## src/rtl/seq2_cfg_pkg.sv

```systemverilog
// Shared field positions and codes for the two-channel sequencer.
// Assumes a fixed two-channel arrangement (one-bit channel index).
package seq2_cfg_pkg;
    localparam int CODING_BIT = 0;
    localparam int ADDR_BIT   = 1;
    localparam int SEQ_LSB    = 2;
    localparam int MODE_LSB   = 4;
    localparam int NCH        = 2;

    localparam logic [1:0] SEQ_ALT = 2'b10;

    localparam logic [1:0] PAIR_SINGLE = 2'b00;
    localparam logic [1:0] PAIR_DIFF   = 2'b01;
    localparam logic [1:0] PAIR_PSEUDO = 2'b10;
    localparam logic [1:0] PAIR_RSVD   = 2'b11;
endpackage

```

## src/rtl/seq2_cfg_shadow.sv

```systemverilog
// Pending settings: takes decoded writes and offers the merged next value
// (pending plus any same-cycle write) to the commit stage.
// Assumes writes and frame_done are synchronous single-cycle strobes.
module seq2_cfg_shadow
    import seq2_cfg_pkg::*;
#(
    parameter int DATA_W = 12,
    parameter int RNG_W  = 2
) (
    input  logic                   clk,
    input  logic                   rst_n,
    input  logic                   ctrl_wr,
    input  logic                   range_wr,
    input  logic [DATA_W-1:0]      wr_data,
    input  logic                   frame_done,
    output logic                   coding_nx,
    output logic                   addr_nx,
    output logic [1:0]             seq_nx,
    output logic [1:0]             mode_nx,
    output logic [NCH*RNG_W-1:0]   rng_nx,
    output logic                   cw_nx,
    output logic                   mode_err
);
    localparam int RNG_TOT = NCH * RNG_W;

    logic               coding_q, addr_q, cw_q, err_q;
    logic [1:0]         seq_q, mode_q;
    logic [RNG_TOT-1:0] rng_q;
    logic               rsvd_wr;

    assign rsvd_wr = ctrl_wr && (wr_data[MODE_LSB +: 2] == PAIR_RSVD);

    // Merge a control write into the pending control fields.
    always_comb begin
        coding_nx = coding_q;
        addr_nx   = addr_q;
        seq_nx    = seq_q;
        mode_nx   = mode_q;
        cw_nx     = cw_q;
        if (ctrl_wr) begin
            coding_nx = wr_data[CODING_BIT];
            addr_nx   = wr_data[ADDR_BIT];
            seq_nx    = wr_data[SEQ_LSB +: 2];
            cw_nx     = 1'b1;
            if (!rsvd_wr) mode_nx = wr_data[MODE_LSB +: 2];
        end
    end

    // One range field per channel, each replaced by a range write.
    for (genvar c = 0; c < NCH; c++) begin : g_rng
        always_comb begin
            rng_nx[c*RNG_W +: RNG_W] = range_wr ? wr_data[c*RNG_W +: RNG_W]
                                                : rng_q[c*RNG_W +: RNG_W];
        end
    end

    // Hold pending settings; the rewrite marker clears when committed.
    always_ff @(posedge clk) begin
        if (!rst_n) begin
            coding_q <= 1'b0;
            addr_q   <= 1'b0;
            seq_q    <= 2'b00;
            mode_q   <= PAIR_SINGLE;
            rng_q    <= '0;
            cw_q     <= 1'b0;
            err_q    <= 1'b0;
        end else begin
            coding_q <= coding_nx;
            addr_q   <= addr_nx;
            seq_q    <= seq_nx;
            mode_q   <= mode_nx;
            rng_q    <= rng_nx;
            cw_q     <= frame_done ? 1'b0 : cw_nx;
            err_q    <= err_q | rsvd_wr;
        end
    end

    assign mode_err = err_q;

    p_err_sticky_r7: assert property (@(posedge clk) disable iff (!rst_n)
        err_q |=> err_q);
    p_mode_legal_r7: assert property (@(posedge clk) disable iff (!rst_n)
        mode_q != PAIR_RSVD);
endmodule

```

## src/rtl/seq2_chan_seq.sv

```systemverilog
// Commit stage and channel sequencer: on frame_done the pending settings
// become active and the next channel is chosen (fixed or alternating).
// Assumes frame_done is a single-cycle pulse per conversion frame.
module seq2_chan_seq
    import seq2_cfg_pkg::*;
#(
    parameter int RNG_W = 2
) (
    input  logic                   clk,
    input  logic                   rst_n,
    input  logic                   frame_done,
    input  logic                   coding_nx,
    input  logic                   addr_nx,
    input  logic [1:0]             seq_nx,
    input  logic [1:0]             mode_nx,
    input  logic [NCH*RNG_W-1:0]   rng_nx,
    input  logic                   cw_nx,
    output logic                   next_chan,
    output logic [1:0]             pair_mode,
    output logic [RNG_W-1:0]       range_code,
    output logic                   coding
);
    logic                 chan_q, alt_q, coding_q;
    logic [1:0]           mode_q;
    logic [NCH*RNG_W-1:0] rng_q;
    logic                 alt_nx, cont_nx, chan_nx;

    // Decide the channel that the committed settings will select.
    always_comb begin
        alt_nx  = (seq_nx == SEQ_ALT) && addr_nx;
        cont_nx = alt_nx && alt_q && !cw_nx;
        if (!alt_nx)      chan_nx = addr_nx;
        else if (cont_nx) chan_nx = ~chan_q;
        else              chan_nx = 1'b0;
    end

    // Active settings, replaced only at the end of a frame.
    always_ff @(posedge clk) begin
        if (!rst_n) begin
            chan_q   <= 1'b0;
            alt_q    <= 1'b0;
            coding_q <= 1'b0;
            mode_q   <= PAIR_SINGLE;
            rng_q    <= '0;
        end else if (frame_done) begin
            chan_q   <= chan_nx;
            alt_q    <= alt_nx;
            coding_q <= coding_nx;
            mode_q   <= mode_nx;
            rng_q    <= rng_nx;
        end
    end

    assign next_chan  = chan_q;
    assign pair_mode  = mode_q;
    assign coding     = coding_q;
    assign range_code = rng_q[chan_q*RNG_W +: RNG_W];

    p_hold_r2: assert property (@(posedge clk) disable iff (!rst_n)
        !frame_done |=> $stable(next_chan) && $stable(pair_mode)
                        && $stable(range_code) && $stable(coding));
    p_fixed_chan_r3: assert property (@(posedge clk) disable iff (!rst_n)
        frame_done && !alt_nx |=> next_chan == $past(addr_nx));
    p_toggle_r4: assert property (@(posedge clk) disable iff (!rst_n)
        frame_done && cont_nx |=> next_chan != $past(next_chan));
    p_restart_r4: assert property (@(posedge clk) disable iff (!rst_n)
        frame_done && alt_nx && !cont_nx |=> next_chan == 1'b0);
endmodule

```

## src/rtl/seq2_result_fmt.sv

```systemverilog
// Result formatter: passes the two's complement word through, or flips
// its sign bit for straight binary. Assumes raw input is sign-plus-magnitude
// bits in two's complement form.
module seq2_result_fmt #(
    parameter int RAW_W = 13
) (
    input  logic             coding,
    input  logic [RAW_W-1:0] raw,
    output logic [RAW_W-1:0] fmt
);
    // Offset-binary conversion by inverting the top bit.
    always_comb begin
        fmt = raw;
        if (coding) fmt[RAW_W-1] = ~raw[RAW_W-1];
    end
endmodule

```

## src/rtl/seq2_cfg_top.sv

```systemverilog
// Top: pending settings, commit/sequencer and result formatter.
// Assumes one frame_done pulse per completed conversion frame.
module seq2_cfg_top #(
    parameter int DATA_W = 12,
    parameter int RNG_W  = 2,
    parameter int RAW_W  = 13
) (
    input  logic              clk,
    input  logic              rst_n,
    input  logic              ctrl_wr,
    input  logic              range_wr,
    input  logic [DATA_W-1:0] wr_data,
    input  logic              frame_done,
    input  logic [RAW_W-1:0]  raw_result,
    output logic              next_chan,
    output logic [1:0]        pair_mode,
    output logic [RNG_W-1:0]  range_code,
    output logic              coding_sb,
    output logic [RAW_W-1:0]  fmt_word,
    output logic              mode_err
);
    localparam int RNG_TOT = seq2_cfg_pkg::NCH * RNG_W;

    logic               coding_nx, addr_nx, cw_nx;
    logic [1:0]         seq_nx, mode_nx;
    logic [RNG_TOT-1:0] rng_nx;

    seq2_cfg_shadow #(.DATA_W(DATA_W), .RNG_W(RNG_W)) shadow_i (
        .clk(clk), .rst_n(rst_n), .ctrl_wr(ctrl_wr), .range_wr(range_wr),
        .wr_data(wr_data), .frame_done(frame_done),
        .coding_nx(coding_nx), .addr_nx(addr_nx), .seq_nx(seq_nx),
        .mode_nx(mode_nx), .rng_nx(rng_nx), .cw_nx(cw_nx),
        .mode_err(mode_err)
    );

    seq2_chan_seq #(.RNG_W(RNG_W)) seq_i (
        .clk(clk), .rst_n(rst_n), .frame_done(frame_done),
        .coding_nx(coding_nx), .addr_nx(addr_nx), .seq_nx(seq_nx),
        .mode_nx(mode_nx), .rng_nx(rng_nx), .cw_nx(cw_nx),
        .next_chan(next_chan), .pair_mode(pair_mode),
        .range_code(range_code), .coding(coding_sb)
    );

    seq2_result_fmt #(.RAW_W(RAW_W)) fmt_i (
        .coding(coding_sb), .raw(raw_result), .fmt(fmt_word)
    );
endmodule

```

## config.mk

```make
export PLATFORM = sky130hd
export DESIGN_NAME = seq2_cfg_top
export DESIGN_NICKNAME = d
export VERILOG_FILES = /design/src/rtl/seq2_cfg_pkg.sv /design/src/rtl/seq2_cfg_shadow.sv /design/src/rtl/seq2_chan_seq.sv /design/src/rtl/seq2_result_fmt.sv /design/src/rtl/seq2_cfg_top.sv
export SDC_FILE = /design/constraint.sdc
export NUM_CORES = 1
export LEC_CHECK = 0
export CAP_MARGIN = 20
export CORE_MARGIN = 3
export CORE_UTILIZATION = 52
export DETAILED_ROUTE_END_ITERATION = 7
export DONT_BUFFER_PORTS = 1
export MAX_ROUTING_LAYER = met4
export PLACE_DENSITY = 0.79
export SLEW_MARGIN = 10
export SYNTH_ARGS = -nofsm -noshare
export SYNTH_HDL_FRONTEND = slang
export SYNTH_SLANG_ARGS = --single-unit
export TNS_END_PERCENT = 1
```

## constraint.sdc

```tcl
create_clock -name clk -period 2.51 [get_ports clk]
set_clock_uncertainty 0.1 [all_clocks]
set_input_delay 0.3765 -clock clk [delete_from_list [all_inputs] [get_ports clk]]
set_output_delay 0.3765 -clock clk [all_outputs]
set_load 0.005 [all_outputs]
```

**Word level (Yosys, flattened, before mapping)**

Index checks and enable logic that the tools add are counted.

- Bits in read-only memories: 0
- Input port bits: 30
- Flip-flop bits (word level): 21
- Latch bits: 0
- Memories kept: 0
- RAM bits: 0
- Output and inout bits: 20
- Logic and storage cells: 36

- Equality and inequality tests: 2
- Muxes and demuxes: 11
- $mul: 0
- Add/subtract/negate cells: 0
- Shift-type cells: 1
- Bitwise logic cells: 4
- Magnitude comparators: 0
- Div/mod/pow operators: 0
- Reductions and logical operators: 6

Operators by type and width:

| cell | count |
|---|---|
| 2-bit 2-to-1 mux | 5 |
| 1-bit 2-to-1 mux | 6 |
| 2-bit == test (second input constant) | 2 |
| 1-bit logical AND | 4 |
| 4-bit by 3-bit indexed part select with 2-bit output | 1 |
| 1-bit inverter | 3 |
| 2-bit OR reduction | 1 |
| 1-bit zero test | 1 |
| 1-bit bitwise OR | 1 |

**Depth between registers and ports, before layout**

- Depth after elaboration: 7
- Mapped depth: 4
- Depth with buffers taken out: 3

**Hierarchy**

From an unflattened synthesis, not the netlist that was laid out.

- Cells, all modules: 89
- Area, all modules: 991.0 µm²

Modules (own cells, without submodules):

| module | area an instance (µm²) | instances | seq. area each (µm²) | cells each |
|---|---|---|---|---|
| seq2_cfg_shadow | 503.0 | 1 | 240.2 | 42 |
| seq2_chan_seq | 389.1 | 1 | 180.2 | 34 |
| seq2_result_fmt | 98.8 | 1 | 0.0 | 13 |

**Least setup slack after synthesis**

No wires, ideal clock.

- Path type: input to register
- Start: input ctrl_wr
- End: register seq_i.chan_q (netlist: seq_i.next_chan)
- Arrival time: 1.322 ns
- Path buffers: 1
- Data required time: 2.293 ns
- Stages on the path: 4
- Library setup time: 0.117 ns
- Path slack: 0.970 ns
- Path through: buf_6 > or3b_1 > a32o_1 > a32o_1

- Word-level cells in the longest chain between the ends: 7
- Elaborated cells on any way between the ends: 10
- Those cells by class: eq/ne: 1; mux: 5; reduce/logical: 4

Ends and longest elaborated chain:

| element | line | text |
|---|---|---|
| from (decl) | seq2_cfg_top.sv:10 | `input logic ctrl_wr,` |
| 2-bit 2-to-1 mux | seq2_cfg_shadow.sv:40 | `if (ctrl_wr) begin` |
| 2-bit == test | seq2_chan_seq.sv:30 | `alt_nx = (seq_nx == SEQ_ALT) && addr_nx;` |
| 1-bit logical AND | seq2_chan_seq.sv:30 |  |
| 1-bit logical AND (2 in a row) | seq2_chan_seq.sv:31 | `cont_nx = alt_nx && alt_q && !cw_nx;` |
| 1-bit 2-to-1 mux | seq2_chan_seq.sv:33 | `else if (cont_nx) chan_nx = ~chan_q;` |
| 1-bit 2-to-1 mux * | seq2_chan_seq.sv:32 | `if (!alt_nx) chan_nx = addr_nx;` |
| to (signal assigned) | seq2_chan_seq.sv:46 | `chan_q <= chan_nx;` |
| to (decl) | seq2_chan_seq.sv:23 | `logic chan_q, alt_q, coding_q;` |

Mark *: on every way between the ends. The rest lies on a longest branch, timed or not.
A chain may end at the register's enable or synchronous reset.

**Worst setup path in the final report**

- Start: register seq_i.chan_q (netlist: seq_i.next_chan)
- End: output range_code[0]

- Word-level cells in the longest chain between the ends: 1

Ends and longest elaborated chain:

| element | line | text |
|---|---|---|
| 4-bit by 3-bit indexed part select with 2-bit output | seq2_chan_seq.sv:57 | `assign range_code = rng_q[chan_q*RNG_W +: RNG_W];` |
| to (decl) | seq2_cfg_top.sv:17 | `output logic [RNG_W-1:0] range_code,` |

Every way passes these cells.

==> results by group <==
Power and ir drop
  • Int Pwr: 0.000442 W
  • Gate power share: 7.9%
  • Seq pwr share: 64.1%
  • Lkg Pwr: 0.366 nW
  • Pwr per Cell Area: roughly 720 nW/um^2
  • Clock Power Share: between 20 and 30%
  • P_sw: 0.000130 W
  • Sw Share: between 20% and 30%
  • Worst vdd ir: 479 uV

Critical path
  • Crit path depth: 1
  • Top delay family on crit path: flip-flops
  • CP max FO: 5
  • CP required: 2030 ps
  • Crit Path Class: flip-flop to output pin
  • Crit path to: range_code[0]
  • Reg2reg setup slack: roughly 1100 ps
  • CP Launch Point: seq_i.next_chan$_SDFFE_PN0P_
  • RR Endpoint: seq_i.next_chan$_SDFFE_PN0P_
  • Endpoint class of the critical path: output pin
  • CP cell instances: mux2_2
  • Startpoint Class: flip-flop
  • Reg-to-Reg Start: shadow_i.seq_q[1]$_SDFF_PN0_
  • Slowest cell on crit path: dfxtp_1
  • Crit-path max cell delay: 460 ps
  • R2R depth: 3
  • WP data arrival: 1150 ps
  • CP Buf/Inv Count: 0

STA
  • TNS Setup: 0 ps
  • FMAX: between 0.6 and 0.7 GHz
  • Final Cycle Share: approximately 65%
  • Slew Limit Headroom: 80.6%
  • Slew Viols, Final: 0
  • Final setup vio count: 0
  • Fin. Hold Viols: 0
  • Hold Slack: about 110 ps
  • Worst-Margin Slew: 290 ps
  • RSZ-0062 raised after global routing: no
  • Minimum clock period: approximately 1600 ps

Clocking
  • Post-CTS Setup Bufs: 0
  • CTS Buf Count: 3
  • Root Driver: clkbuf_4
  • CTS-repair resized insts: 0
  • Clock sink total: 21
  • Longest Clk Path Bufs: 2
  • H-Tree Depth: 1
  • Reg clk slew, reported paths: 110 ps
  • Hold buffers post-CTS: 0
  • TritonCTS clock tree: done
  • Clock network latency to the later pin of the worst-skew pair: 300 ps

Floorplan
  • Starting density of the core: between 50 and 60%
  • Top Ports: 50
  • Die height: 46.6 um
  • FP Rows: 14
  • Chip width: 46.6 um
  • DIE AREA: 2170 um^2
  • Core Area: 1520 um^2

Synth
  • Mapped Nets: 113
  • Mapped Cells: between 80 and 90
  • Yosys warns: 0
  • Mapped cell area: 858 um^2
  • Syn avg cell area: 10.3 um^2
  • Library cells used by synthesis: 22
  • Sequential fraction of the synthesis area: 49.0%
  • FF+latch count, synth: 21

Global route
  • Initial antenna violation count: 0
  • Grt ovf: 0
  • GRT Util Overall: between 10% and 20%
  • First-pass GRT wire length: about 2100 um
  • Largest net degree at the start of global routing: 12
  • Vias in the first global route: between 400 and 500

Final layout
  • NumNets Final: slightly above 100
  • Fin cells: 88
  • # fillers: between 100 and 150
  • Commonest non-fill, non-tap cell in the layout: dfxtp_1
  • Share of layout cells above drive strength 1: 8.33%
  • Synth-to-layout area growth: -7.29%
  • Diodes inserted: 0
  • Commonest cells after routing, fill and taps aside: 21 x dfxtp_1, 12 x nor2_1, 8 x mux2i_1, 7 x o22a_1

Routing
  • WL met2: 626 um
  • WL met3: 131 um
  • Total Wirelength: 1390 um
  • Post-route DRC: 0
  • Vias: 496
  • 1st-iter DRT viols: 4
  • Max layer used: met4
  • Wire length on met1: 599 um
  • Drt pass-1 iters: 4
  • Vias per cell: 5.64
  • Routed wire per std cell: 15.8 um
  • ANT nets after route: 0

Outcome
  • Outcome: finished clean

Min path
  • Tightest Hold Check Type: input pin to flip-flop

Placed design
  • Gpl congestion: 0.698
  • Cells after DPL: 84
  • Port bufs: 0
  • DP HPWL: 1060 um

Run
  • Max cap viols: 0
[flip-flops by register name, summed over array words and instances (netlist names), 2 cells and up]
| register | count |
|---|---|
| seq_i.rng_q | 4 |
| shadow_i.rng_q | 4 |
| seq_i.pair_mode | 2 |
| shadow_i.mode_q | 2 |
| shadow_i.seq_q | 2 |
[metal layers]
layer | vias up | global-route usage, %
li1 | 252 | -
met1 | 222 | 15.4
met2 | 14 | 23.4
met3 | 8 | 3.91
met4 | 0 | 9.94
met5 | - | -
[synth_stat cells]
cell	n	area (um^2)
a211oi_1	1	7.51
a31o_2	1	8.76
a31oi_1	1	6.26
a32o_1	2	20.0
buf_4	12	90.1
buf_6	1	11.3
clkbuf_1	2	7.51
clkinv_1	1	3.75
dfxtp_1	21	420
inv_1	3	11.3
mux2_2	2	22.5
mux2i_1	8	80.1
nand2_1	2	7.51
nand2b_1	1	6.26
nand3b_1	1	7.51
nor2_1	12	45.0
nor2b_1	1	6.26
o211a_1	1	10.0
o22a_1	7	61.3
or2b_1	1	7.51
or3b_1	1	8.76
xor2_1	1	8.76
[how the worst min path moves through the flow]
stage,start,to,slack [ps],cells after the start
6_report,frame_done,seq_i.pair_mode[0]$_SDFFE_PN0P_,110,1
5_1_grt,frame_done,seq_i.coding$_SDFFE_PN0P_,100,1
4_1_cts,frame_done,seq_i.rng_q[2]$_SDFFE_PN0P_,100,1
3_5_place_dp,seq_i.rng_q[2]$_SDFFE_PN0P_,seq_i.rng_q[2]$_SDFFE_PN0P_,360,1
3_3_place_gp,shadow_i.cw_q$_SDFF_PP0_,shadow_i.cw_q$_SDFF_PP0_,340,2
2_1_floorplan,shadow_i.cw_q$_SDFF_PP0_,shadow_i.cw_q$_SDFF_PP0_,320,2
[power by group through the flow]
stage	clock network (W)	registers, W	logic, W
finish	0.000160	0.000366	0.0000450
floorplan	0	0.000371	0.0000610
CTS	0.000164	0.000366	0.0000456
global route	0.000174	0.000368	0.0000510
global placement	0	0.000373	0.0000438
detailed placement	0	0.000374	0.0000453
[cell type report]
cell class                      instances  area, um^2  share of cell area [%]
Sequential cell                        21         420                    52.8
Multi-Input combinational cell         43         314                    39.5
Clock buffer                            4        26.3                    3.30
Tap cell                               16        20.0                    2.52
Inverter                                4        15.0                    1.89
[logic make-up after synthesis]
group	after synthesis	share of synthesized area, %
mux	10	12.0
simple gates	19	10.4
flops	21	49.0
buf+inv	19	14.4
compound gates	13	13.3
xor+xnor	1	1.02
[stage by stage]
stage               worst slack [ps]  total power (W)  area [um^2]  utilization [%]
finish                           887         0.000571          796             52.2
global route                     839         0.000593          796             52.2
CTS                              883         0.000576          796             52.2
detailed placement              1030         0.000419          769             50.5
global placement                1050         0.000416          769             50.5
floorplan                        970         0.000432          858                -
Note: power is estimated with default switching activity, not from simulation.
